### config.mk
export PLATFORM = sky130hd
export DESIGN_NAME = tconv_seq
export DESIGN_NICKNAME = d
export VERILOG_FILES = /design/src/rtl/tconv_pkg.sv /design/src/rtl/tconv_sync.sv /design/src/rtl/tconv_timer.sv /design/src/rtl/tconv_frame.sv /design/src/rtl/tconv_seq.sv
export SDC_FILE = /design/constraint.sdc
export NUM_CORES = 1
export LEC_CHECK = 0
export BUFFER_PORTS_ARGS = -buffer_cell sky130_fd_sc_hd__buf_2
export CAP_MARGIN = 0
export CORE_AREA = 2 2 106 108
export CTS_BUF_LIST = sky130_fd_sc_hd__clkbuf_4 sky130_fd_sc_hd__clkbuf_8
export DETAILED_ROUTE_END_ITERATION = 6
export DIE_AREA = 0 0 108 110
export GPL_TIMING_DRIVEN = 0
export PLACE_DENSITY = 0.6
export SLEW_MARGIN = 25
export SYNTH_ARGS = -nofsm -noshare
export SYNTH_HDL_FRONTEND = slang
export SYNTH_SLANG_ARGS = --single-unit
### constraint.sdc
create_clock -name clk -period 2.15 [get_ports clk]
set_input_delay 0.215 -clock clk [delete_from_list [all_inputs] [get_ports clk]]
set_output_delay 0.215 -clock clk [all_outputs]
set_load 0.05 [all_outputs]
### src/rtl/tconv_pkg.sv
package tconv_pkg;
    localparam int FRAME_BITS = 16;
    localparam int TAG_BITS   = 4;
    localparam int VAL_BITS   = FRAME_BITS - TAG_BITS;

    typedef enum logic [2:0] {
        S_IDLE,
        S_WRITE,
        S_WAIT,
        S_GAP,
        S_READ
    } seq_state_t;

    typedef enum logic [1:0] {
        ST_OK      = 2'b00,
        ST_TIMEOUT = 2'b01,
        ST_INVALID = 2'b10
    } seq_status_t;
endpackage

### src/rtl/tconv_sync.sv
module tconv_sync #(
    parameter int STAGES = 2
) (
    input  logic clk,
    input  logic rst_n,
    input  logic d_i,
    output logic q_o
);
    generate
        if (STAGES <= 1) begin : g_one
            logic q;
            always_ff @(posedge clk or negedge rst_n) begin
                if (!rst_n) q <= 1'b1;
                else        q <= d_i;
            end
            assign q_o = q;
        end else begin : g_chain
            logic [STAGES-1:0] q;
            always_ff @(posedge clk or negedge rst_n) begin
                if (!rst_n) q <= '1;
                else        q <= {q[STAGES-2:0], d_i};
            end
            assign q_o = q[STAGES-1];
        end
    endgenerate
endmodule

### src/rtl/tconv_timer.sv
module tconv_timer #(
    parameter int LIMIT = 1
) (
    input  logic clk,
    input  logic rst_n,
    input  logic run_i,
    output logic expired_o
);
    localparam int CW = $clog2(LIMIT + 1);

    logic [CW-1:0] cnt;

    always_ff @(posedge clk or negedge rst_n) begin
        if (!rst_n)                    cnt <= '0;
        else if (!run_i)               cnt <= '0;
        else if (cnt != CW'(LIMIT))    cnt <= cnt + 1'b1;
    end

    assign expired_o = (cnt == CW'(LIMIT));

    // once reached, the window stays expired while it keeps running
    a_r8_timer_holds: assert property (@(posedge clk) disable iff (!rst_n)
        (expired_o && run_i) |=> expired_o);
endmodule

### src/rtl/tconv_frame.sv
module tconv_frame
    import tconv_pkg::*;
#(
    parameter int DIV_W = 8
) (
    input  logic                  clk,
    input  logic                  rst_n,
    input  logic                  go_i,
    input  logic [FRAME_BITS-1:0] word_i,
    input  logic [DIV_W-1:0]      div_i,
    input  logic                  dout_i,
    output logic                  cs_n_o,
    output logic                  sclk_o,
    output logic                  din_o,
    output logic [FRAME_BITS-1:0] rx_o,
    output logic                  done_o
);
    localparam int EDGES = 2 * FRAME_BITS;
    localparam int EW    = $clog2(EDGES);

    logic                  active;
    logic [DIV_W-1:0]      ph;
    logic [DIV_W-1:0]      div_q;
    logic [EW-1:0]         ed;
    logic [FRAME_BITS-1:0] tx;
    logic                  edge_now;
    logic                  last_edge;

    assign edge_now  = active && (ph == div_q);
    assign last_edge = (ed == EW'(EDGES - 1));

    always_ff @(posedge clk or negedge rst_n) begin
        if (!rst_n) begin
            active <= 1'b0;
            cs_n_o <= 1'b1;
            sclk_o <= 1'b1;
            ph     <= '0;
            div_q  <= '0;
            ed     <= '0;
            tx     <= '0;
            rx_o   <= '0;
            done_o <= 1'b0;
        end else begin
            done_o <= 1'b0;
            if (go_i && !active) begin
                active <= 1'b1;
                cs_n_o <= 1'b0;
                sclk_o <= 1'b1;
                ph     <= '0;
                ed     <= '0;
                div_q  <= div_i;
                tx     <= word_i;
            end else if (edge_now) begin
                ph <= '0;
                ed <= ed + 1'b1;
                if (!ed[0]) begin
                    sclk_o <= 1'b0;
                    rx_o   <= {rx_o[FRAME_BITS-2:0], dout_i};
                end else begin
                    sclk_o <= 1'b1;
                    tx     <= {tx[FRAME_BITS-2:0], 1'b0};
                    if (last_edge) begin
                        active <= 1'b0;
                        cs_n_o <= 1'b1;
                        done_o <= 1'b1;
                    end
                end
            end else if (active) begin
                ph <= ph + 1'b1;
            end
        end
    end

    assign din_o = tx[FRAME_BITS-1];

    // checker: count SCLK falls inside the current frame
    logic                         sclk_d;
    logic [$clog2(EDGES+1)-1:0]   chk_falls;
    always_ff @(posedge clk or negedge rst_n) begin
        if (!rst_n) begin
            sclk_d    <= 1'b1;
            chk_falls <= '0;
        end else begin
            sclk_d <= sclk_o;
            if (cs_n_o && sclk_d)            chk_falls <= '0;
            else if (sclk_d && !sclk_o)      chk_falls <= chk_falls + 1'b1;
        end
    end

    a_r2_sixteen_falls: assert property (@(posedge clk) disable iff (!rst_n)
        $rose(cs_n_o) |-> (chk_falls == FRAME_BITS));
    a_r2_sclk_idle_high: assert property (@(posedge clk) disable iff (!rst_n)
        cs_n_o |-> sclk_o);
    a_r3_din_stable_at_fall: assert property (@(posedge clk) disable iff (!rst_n)
        $fell(sclk_o) |-> $stable(din_o));
endmodule

### src/rtl/tconv_seq.sv
module tconv_seq
    import tconv_pkg::*;
#(
    parameter int                    CLK_KHZ     = 100000,
    parameter int                    GAP_NS      = 100,
    parameter int                    TIMEOUT_US  = 100,
    parameter int                    DIV_W       = 8,
    parameter int                    SYNC_STAGES = 2,
    parameter logic [FRAME_BITS-2:0] CFG         = 15'h0420
) (
    input  logic                clk,
    input  logic                rst_n,
    input  logic                start_i,
    input  logic [DIV_W-1:0]    div_i,
    output logic                done_o,
    output logic [1:0]          status_o,
    output logic [TAG_BITS-1:0] tag_o,
    output logic [VAL_BITS-1:0] value_o,
    output logic                cs_n_o,
    output logic                sclk_o,
    output logic                din_o,
    input  logic                dout_i,
    input  logic                busy_i
);
    localparam int GAP_RAW = (GAP_NS * CLK_KHZ + 999_999) / 1_000_000;
    localparam int GAP_CYC = (GAP_RAW < 1) ? 1 : GAP_RAW;
    localparam int TO_RAW  = (TIMEOUT_US * CLK_KHZ) / 1000;
    localparam int TO_CYC  = (TO_RAW < 1) ? 1 : TO_RAW;
    localparam logic [FRAME_BITS-1:0] WR_WORD = {1'b1, CFG};
    localparam logic [FRAME_BITS-1:0] RD_WORD = '0;

    seq_state_t            st, st_nx;
    seq_status_t           status_q;
    logic                  busy_s;
    logic                  fr_go, fr_done;
    logic [FRAME_BITS-1:0] fr_word, rx_word;
    logic                  to_run, to_exp;
    logic                  gap_run, gap_exp;

    tconv_sync #(.STAGES(SYNC_STAGES)) u_sync (
        .clk   (clk),
        .rst_n (rst_n),
        .d_i   (busy_i),
        .q_o   (busy_s)
    );

    tconv_timer #(.LIMIT(TO_CYC)) u_timeout (
        .clk       (clk),
        .rst_n     (rst_n),
        .run_i     (to_run),
        .expired_o (to_exp)
    );

    tconv_timer #(.LIMIT(GAP_CYC)) u_gap (
        .clk       (clk),
        .rst_n     (rst_n),
        .run_i     (gap_run),
        .expired_o (gap_exp)
    );

    tconv_frame #(.DIV_W(DIV_W)) u_frame (
        .clk    (clk),
        .rst_n  (rst_n),
        .go_i   (fr_go),
        .word_i (fr_word),
        .div_i  (div_i),
        .dout_i (dout_i),
        .cs_n_o (cs_n_o),
        .sclk_o (sclk_o),
        .din_o  (din_o),
        .rx_o   (rx_word),
        .done_o (fr_done)
    );

    // next state
    always_comb begin
        st_nx   = st;
        fr_go   = 1'b0;
        fr_word = RD_WORD;
        to_run  = 1'b0;
        gap_run = 1'b0;
        unique case (st)
            S_IDLE: begin
                fr_word = WR_WORD;
                if (start_i && !busy_s) begin
                    fr_go = 1'b1;
                    st_nx = S_WRITE;
                end
            end
            S_WRITE: begin
                to_run = 1'b1;
                if (fr_done) st_nx = S_WAIT;
            end
            S_WAIT: begin
                to_run = 1'b1;
                if (!busy_s)     st_nx = S_GAP;
                else if (to_exp) st_nx = S_IDLE;
            end
            S_GAP: begin
                gap_run = 1'b1;
                if (gap_exp) begin
                    fr_go = 1'b1;
                    st_nx = S_READ;
                end
            end
            S_READ: begin
                if (fr_done) st_nx = S_IDLE;
            end
            default: st_nx = S_IDLE;
        endcase
    end

    // state register
    always_ff @(posedge clk or negedge rst_n) begin
        if (!rst_n) st <= S_IDLE;
        else        st <= st_nx;
    end

    // outputs
    always_ff @(posedge clk or negedge rst_n) begin
        if (!rst_n) begin
            done_o   <= 1'b0;
            status_q <= ST_OK;
            tag_o    <= '0;
            value_o  <= '0;
        end else begin
            done_o <= 1'b0;
            if (st == S_WAIT && busy_s && to_exp) begin
                done_o   <= 1'b1;
                status_q <= ST_TIMEOUT;
            end else if (st == S_READ && fr_done) begin
                done_o <= 1'b1;
                if (&rx_word) begin
                    status_q <= ST_INVALID;
                end else begin
                    status_q <= ST_OK;
                    tag_o    <= rx_word[FRAME_BITS-1 -: TAG_BITS];
                    value_o  <= rx_word[VAL_BITS-1:0];
                end
            end
        end
    end

    assign status_o = status_q;

    // checker: cycles the synchronized busy has been low
    localparam int LW = $clog2(GAP_CYC + 1);
    logic [LW-1:0] low_run;
    always_ff @(posedge clk or negedge rst_n) begin
        if (!rst_n)                      low_run <= '0;
        else if (busy_s)                 low_run <= '0;
        else if (low_run != LW'(GAP_CYC)) low_run <= low_run + 1'b1;
    end

    a_r4_gap_kept: assert property (@(posedge clk) disable iff (!rst_n)
        ($fell(cs_n_o) && $past(st) == S_GAP) |-> ($past(low_run) == LW'(GAP_CYC)));
    a_r4_bus_quiet: assert property (@(posedge clk) disable iff (!rst_n)
        (st == S_WAIT || st == S_GAP) |-> cs_n_o);
    a_r5_no_write_in_busy: assert property (@(posedge clk) disable iff (!rst_n)
        ($fell(cs_n_o) && busy_s) |-> !din_o);
    a_r9_done_single: assert property (@(posedge clk) disable iff (!rst_n)
        done_o |=> !done_o);
    a_r10_busy_blocks_start: assert property (@(posedge clk) disable iff (!rst_n)
        (st == S_IDLE && busy_s && cs_n_o) |=> cs_n_o);
endmodule

; ---- Word-level counts from Yosys, hierarchy flattened
; Index checks and enable logic that the tools add are counted.
[word_totals]
ff_bits = 99
elab_cells = 108
[classes]
reduce_logical = 21
add_sub_neg = 4
bitwise = 4
mux = 45
n_eq_ne = 17
[op_table]
columns = cell, count
row1 = $mux W16, 4
row2 = $mux W14, 2
row3 = $mux W8, 3
row4 = $mux W1, 21
row5 = $mux W3, 6
row6 = $reduce_and A16 Y1, 1
row7 = $pmux W3 S5, 1
row8 = $add A14 B1 Y14 const B, 1
row9 = $eq A14 B14 Y1 const B, 1
row10 = $ne A14 B14 Y1 const B, 1
row11 = $mux W5, 2
row12 = $reduce_and A3 Y1, 3
row13 = $add A8 B1 Y8 const B, 1
row14 = $eq A8 B8 Y1, 1
row15 = $mux W4, 2
row16 = $ne A2 B2 Y1 const B, 4
row17 = $reduce_bool A2 Y1, 4
row18 = $eq A3 B2 Y1 const B, 2
row19 = $logic_and A1 B1 Y1, 6
row20 = $mux W2, 3
row21 = $add A5 B1 Y5 const B, 1
row22 = $eq A5 B5 Y1 const B, 1
row23 = $reduce_and A5 Y1, 1
row24 = $add A4 B1 Y4 const B, 1
row25 = 13 further kinds, 18

; ---- Longest topological paths before layout
[depth]
depth_word = 7
ltp_mapped = 8
depth_no_buf = 7

; ---- By module
; Synthesis repeated with hierarchy kept, for this count alone.
[unflattened]
cells_unflattened = 411
hier_area_um2 = 4563.1
[by_module_without_submodules]
columns = module, n_inst, area_each_um2, cells_each
row1 = tconv_frame, 1, 2512.4, 230
row2 = tconv_seq, 1, 987.2, 77
row3 = tconv_timer at u_timeout, 1, 785.8, 82
row4 = tconv_timer at u_gap, 1, 225.2, 20
row5 = tconv_sync, 1, 52.6, 2

; ---- Worst setup path after synthesis
; Ideal clock, no wire load.
[synth_timing]
path_type = reg-to-reg
from = register u_frame.ph[6]
to = register u_frame.rx_o[0]
slack_ns = 0.342
path_stages_with_launch = 7
arrival_ns = 1.683
synth_period_minus_slack_ns = 1.808
cell_sequence = dfrtp_1 -> xor2_1 -> and4bb_1 -> nand4_4 -> nor2_4 -> buf_12 -> mux2_4
[synth_between]
elab_chain_len = 3
[synth_lines]
columns = item, line_no
row1 = from (decl), tconv_frame.sv:22  ; logic [DIV_W-1:0] ph;
row2 = from (signal assigned), tconv_frame.sv:69  ; ph <= ph + 1'b1;
row3 = $eq A8 B8 Y1, tconv_frame.sv:29  ; assign edge_now = active && (ph == div_q);
row4 = $logic_and A1 B1 Y1, tconv_frame.sv:29
row5 = $reduce_and A3 Y1 (no source line), --
row6 = to (signal assigned), tconv_frame.sv:58  ; rx_o <= {rx_o[FRAME_BITS-2:0], dout_i};
row7 = to (decl), tconv_frame.sv:15  ; output logic [FRAME_BITS-1:0] rx_o,
; No other way between the ends.
; A chain may end at the register's enable or synchronous reset.

; ---- Worst setup path after layout
[layout_timing]
from = register u_frame.ph[6]
to = register u_frame.rx_o[15]
; Same word-level chain as after synthesis.

==> results.md <==
* Die Y at 110 um
* Final antenna-violating net count at 0
* Predominant post-synthesis flop cell: dfrtp_1
* Initial DRC count at 91
* Final nets at 451
* Max Slew Vio Count at 0
* RSZ-0062 raised after global routing: false
* CP Max Fanout at 10
* Placed inst area at 4730 sq um
* Outcome: finished clean
* Drt via density at 4.94
* CTS Buffer Depth at 2
* Syn Std Cell Area at 4350 sq um
* Register area share after synthesis at 0.542
* CTS clock-pin slew for the worst setup and hold paths at 0.10 ns
* Period utilisation layout at 0.916
* Worst slew margin at 0.678
* Net Count, Synth at 402
* Syn_area_per_cell at 11.4 sq um
* Seq cells post-synth at 94
* I/O pin cnt at 35
* Clock root buffer: clkbuf_8
* CTS Sinks at 94
* Xor and xnor area share after synthesis at 0.0581
* Final hold vios at 0
* Die width at 108 um
* Final Cell Area at 4970 sq um
* Core ar. at 10700 sq um
* F_max at 508 MHz
* Num CTS Buffers at 9
* Post-synth EDFFs at 0
* Count of input and output buffers at 34
* Pre-CTS WS at 0.0635 ns
* Fin util at 0.464
* Max H-tree Level at 3
* Synth Area in Simple Gates at 0.189
* Crit path kind: reg -> reg
* Detailed Place HPWL at 5.51 mm
* Slew @ Worst Pin at 0.484 ns
* Worst R2R End: u_frame.rx_o[15]
* Critical path startpoint category: flop
* Clock latency on the worst-skew pair at 0.37 ns
* Cell variety after synth at 53
* Routed WL per cell at 13.5 um
* Flop-to-flop setup slack at 0.18 ns
* DRC at 0
* Share of flip-flops with an asynchronous set or reset at 1.00
* Hold worst-path end: u_frame.div_q[1]
* Initial antenna violation count at 0
* Synthesis-to-layout area growth at 14.2%
* Largest family of logic cells by synthesized area: simple AND/OR/NAND/NOR gates
* DR pass1 iterations at 5
* Adder-Cell Fraction of Synth Area at 0.0201
* Hold Startpoint: div_i[1]
* Fin Clk Skew at 0.0144 ns
* CTS tree: done
* Setup crit end kind: flop
* Vias post-DR at 2844
* Setup ws final at 0.180 ns
* Synth Area in Compound Gates at 0.0610
* Hold Path Stages at 3
* Overall power at 4.03 mW
* Crit path DAT at 2.22 ns
* Required time worst endpoint at 2.40 ns
* Full die area at 11900 sq um
* Pin count of the biggest net entering global routing at 66
* GRT Overall Usage at 0.148
* N_diodes at 0
* FF-to-FF Start: u_frame.ph[6]
* Pwr/cell area at 812 nW/um^2
* Yosys warns at 0
* Worst Hold Class: in -> reg
* Leak pwr at 2.36 nW
* Routed WL at 7.80 mm
* Total of max-cap violations at 0
* Vias in the first global route at 2877
* First-pass GRT wire length at 13.7 mm
* R2R depth at 6
* Peak VDD IR at 0.530 mV
* Gp weighted congestion at 0.751
* Final min period at 1.97 ns
* Post-Syn Instances at 382
* Total grt overflow at 0
* Share of layout cells above drive strength 1 at 0.259
* Initial core utilization at 0.407
* Final setup viols at 0
* # rows at 38
* Setup TNS at 0 ns
* Post-synthesis mux area share at 0.0935
## metrics by stage
step           instances  hold WS [ns]
2_1_floorplan        382       -0.0806
3_3_place_gp         556         0.339
3_5_place_dp         557         0.119
4_1_cts              575        0.0226
5_1_grt              576        0.0190
6_report             576        0.0387
## worst max-delay path, cell delays in order (launching register included)
cell      delay (ns)
dfrtp_1         0.42
xor2_1          0.19
and4bb_1        0.33
nand4_4         0.17
nor2_4          0.26
buf_12          0.18
mux2_4          0.30
## final cells by class
class,instances,area [sq um]
sequential,94,2360
tap,140,175
clock inverter,7,57.6
timing repair buffer,38,231
fill,1003,5730
inverter,10,37.5
buffer,16,123
multi-input combinational,262,1860
clock buffer,9,124
## routing by layer
layer,global-route usage,share of wire,vias up,routed length [um]
li1,-,-,1416,-
met1,0.195,0.47,1376,3700
met2,0.240,0.49,44,3790
met3,0.0406,0.030,8,231
met4,0.0458,0.011,0,89
met5,0,0,-,0
## report_power, final
part           internal (mW)  total (mW)  switching, mW
clock                  0.434        1.10          0.663
sequential              1.94        2.12          0.187
combinational          0.362       0.811          0.449
total                   2.73        4.03           1.30
## worst max path at each step
stage                          startpoint                to  slack (ns)  cells after the start
after floorplan             u_frame.ph[6]   u_frame.rx_o[0]        0.34                      6
after global placement              rst_n     u_frame.tx[7]       -0.08                      1
after detailed placement     u_gap.cnt[0]     u_frame.ed[2]        0.06                      8
after CTS                    u_gap.cnt[0]     u_frame.ph[0]        0.03                      8
after global routing      u_frame.rx_o[0]        value_o[6]       0.007                      6
final                       u_frame.ph[6]  u_frame.rx_o[15]        0.18                      6
## state kept, by name, summed over array words and instances, names as in the netlist
name / flops
done_o: 1
st: 3
status_o: 2
tag_o: 4
u_frame.active: 1
u_frame.cs_n_o: 1
u_frame.div_q: 8
u_frame.done_o: 1
u_frame.ed: 5
u_frame.ph: 8
u_frame.rx_o: 16
u_frame.sclk_o: 1
u_frame.tx: 11
u_gap.cnt: 4
u_sync.g_chain.q: 2
u_timeout.cnt: 14
value_o: 12
## cells in the mapped netlist (2+ instances only)
master    instances  area (sq um)
dfstp_2           4           105
nor3_2            2          20.0
o211ai_1          2          15.0
xnor2_1          12           105
nand2_1          50           188
nor2_1           26          97.6
o21ai_0          10          50.1
nor2b_1           2          12.5
mux2_2           19           214
and3_1            4          25.0
buf_2             8          40.0
mux2i_1           2          20.0
ha_1              7          87.6
a21oi_1          24           120
nand3_1          16          80.1
mux2_4           10           150
nand4_4           2          42.5
dfrtp_1          90          2250
or3_1             5          31.3
nor4_1            2          12.5
buf_6             4          45.0
nand4_1          11          68.8
nor3_1            2          10.0
and2_1            2          12.5
nand3b_1          8          60.1
inv_1            10          37.5
xor2_1           15           131
a32o_1            2          20.0
nand2b_1          4          25.0
mux2_1            2          22.5
clkbuf_1          2          7.51
a211oi_1          2          15.0
## cells by family after synthesis
logic type / count (synthesis)
buf+inv: 26
compound gates: 45
flops: 94
xor+xnor: 28
mux: 33
fa+ha+maj: 7
simple gates: 149
## cell usage in the layout (no fill, tap or decap), types with 11 or more instances in the layout
master   instances
mux2_2          19
nor2_1          26
buf_2           40
dfrtp_1         90
nand4_1         11
a21oi_1         24
xnor2_1         12
nand2_1         50
xor2_1          15
nand3_1         16
## what timing repair did
| action | in CTS | in global routing |
|---|---|---|
| setup buffers | 0 | 1 |
| endpoints found under the setup margin | 0 | 33 |
| endpoints found under the hold margin | 30 | 0 |
| gates resized for setup | 0 | 5 |
| hold buffers | 2 | 0 |
(Power assumes the default switching activity.)
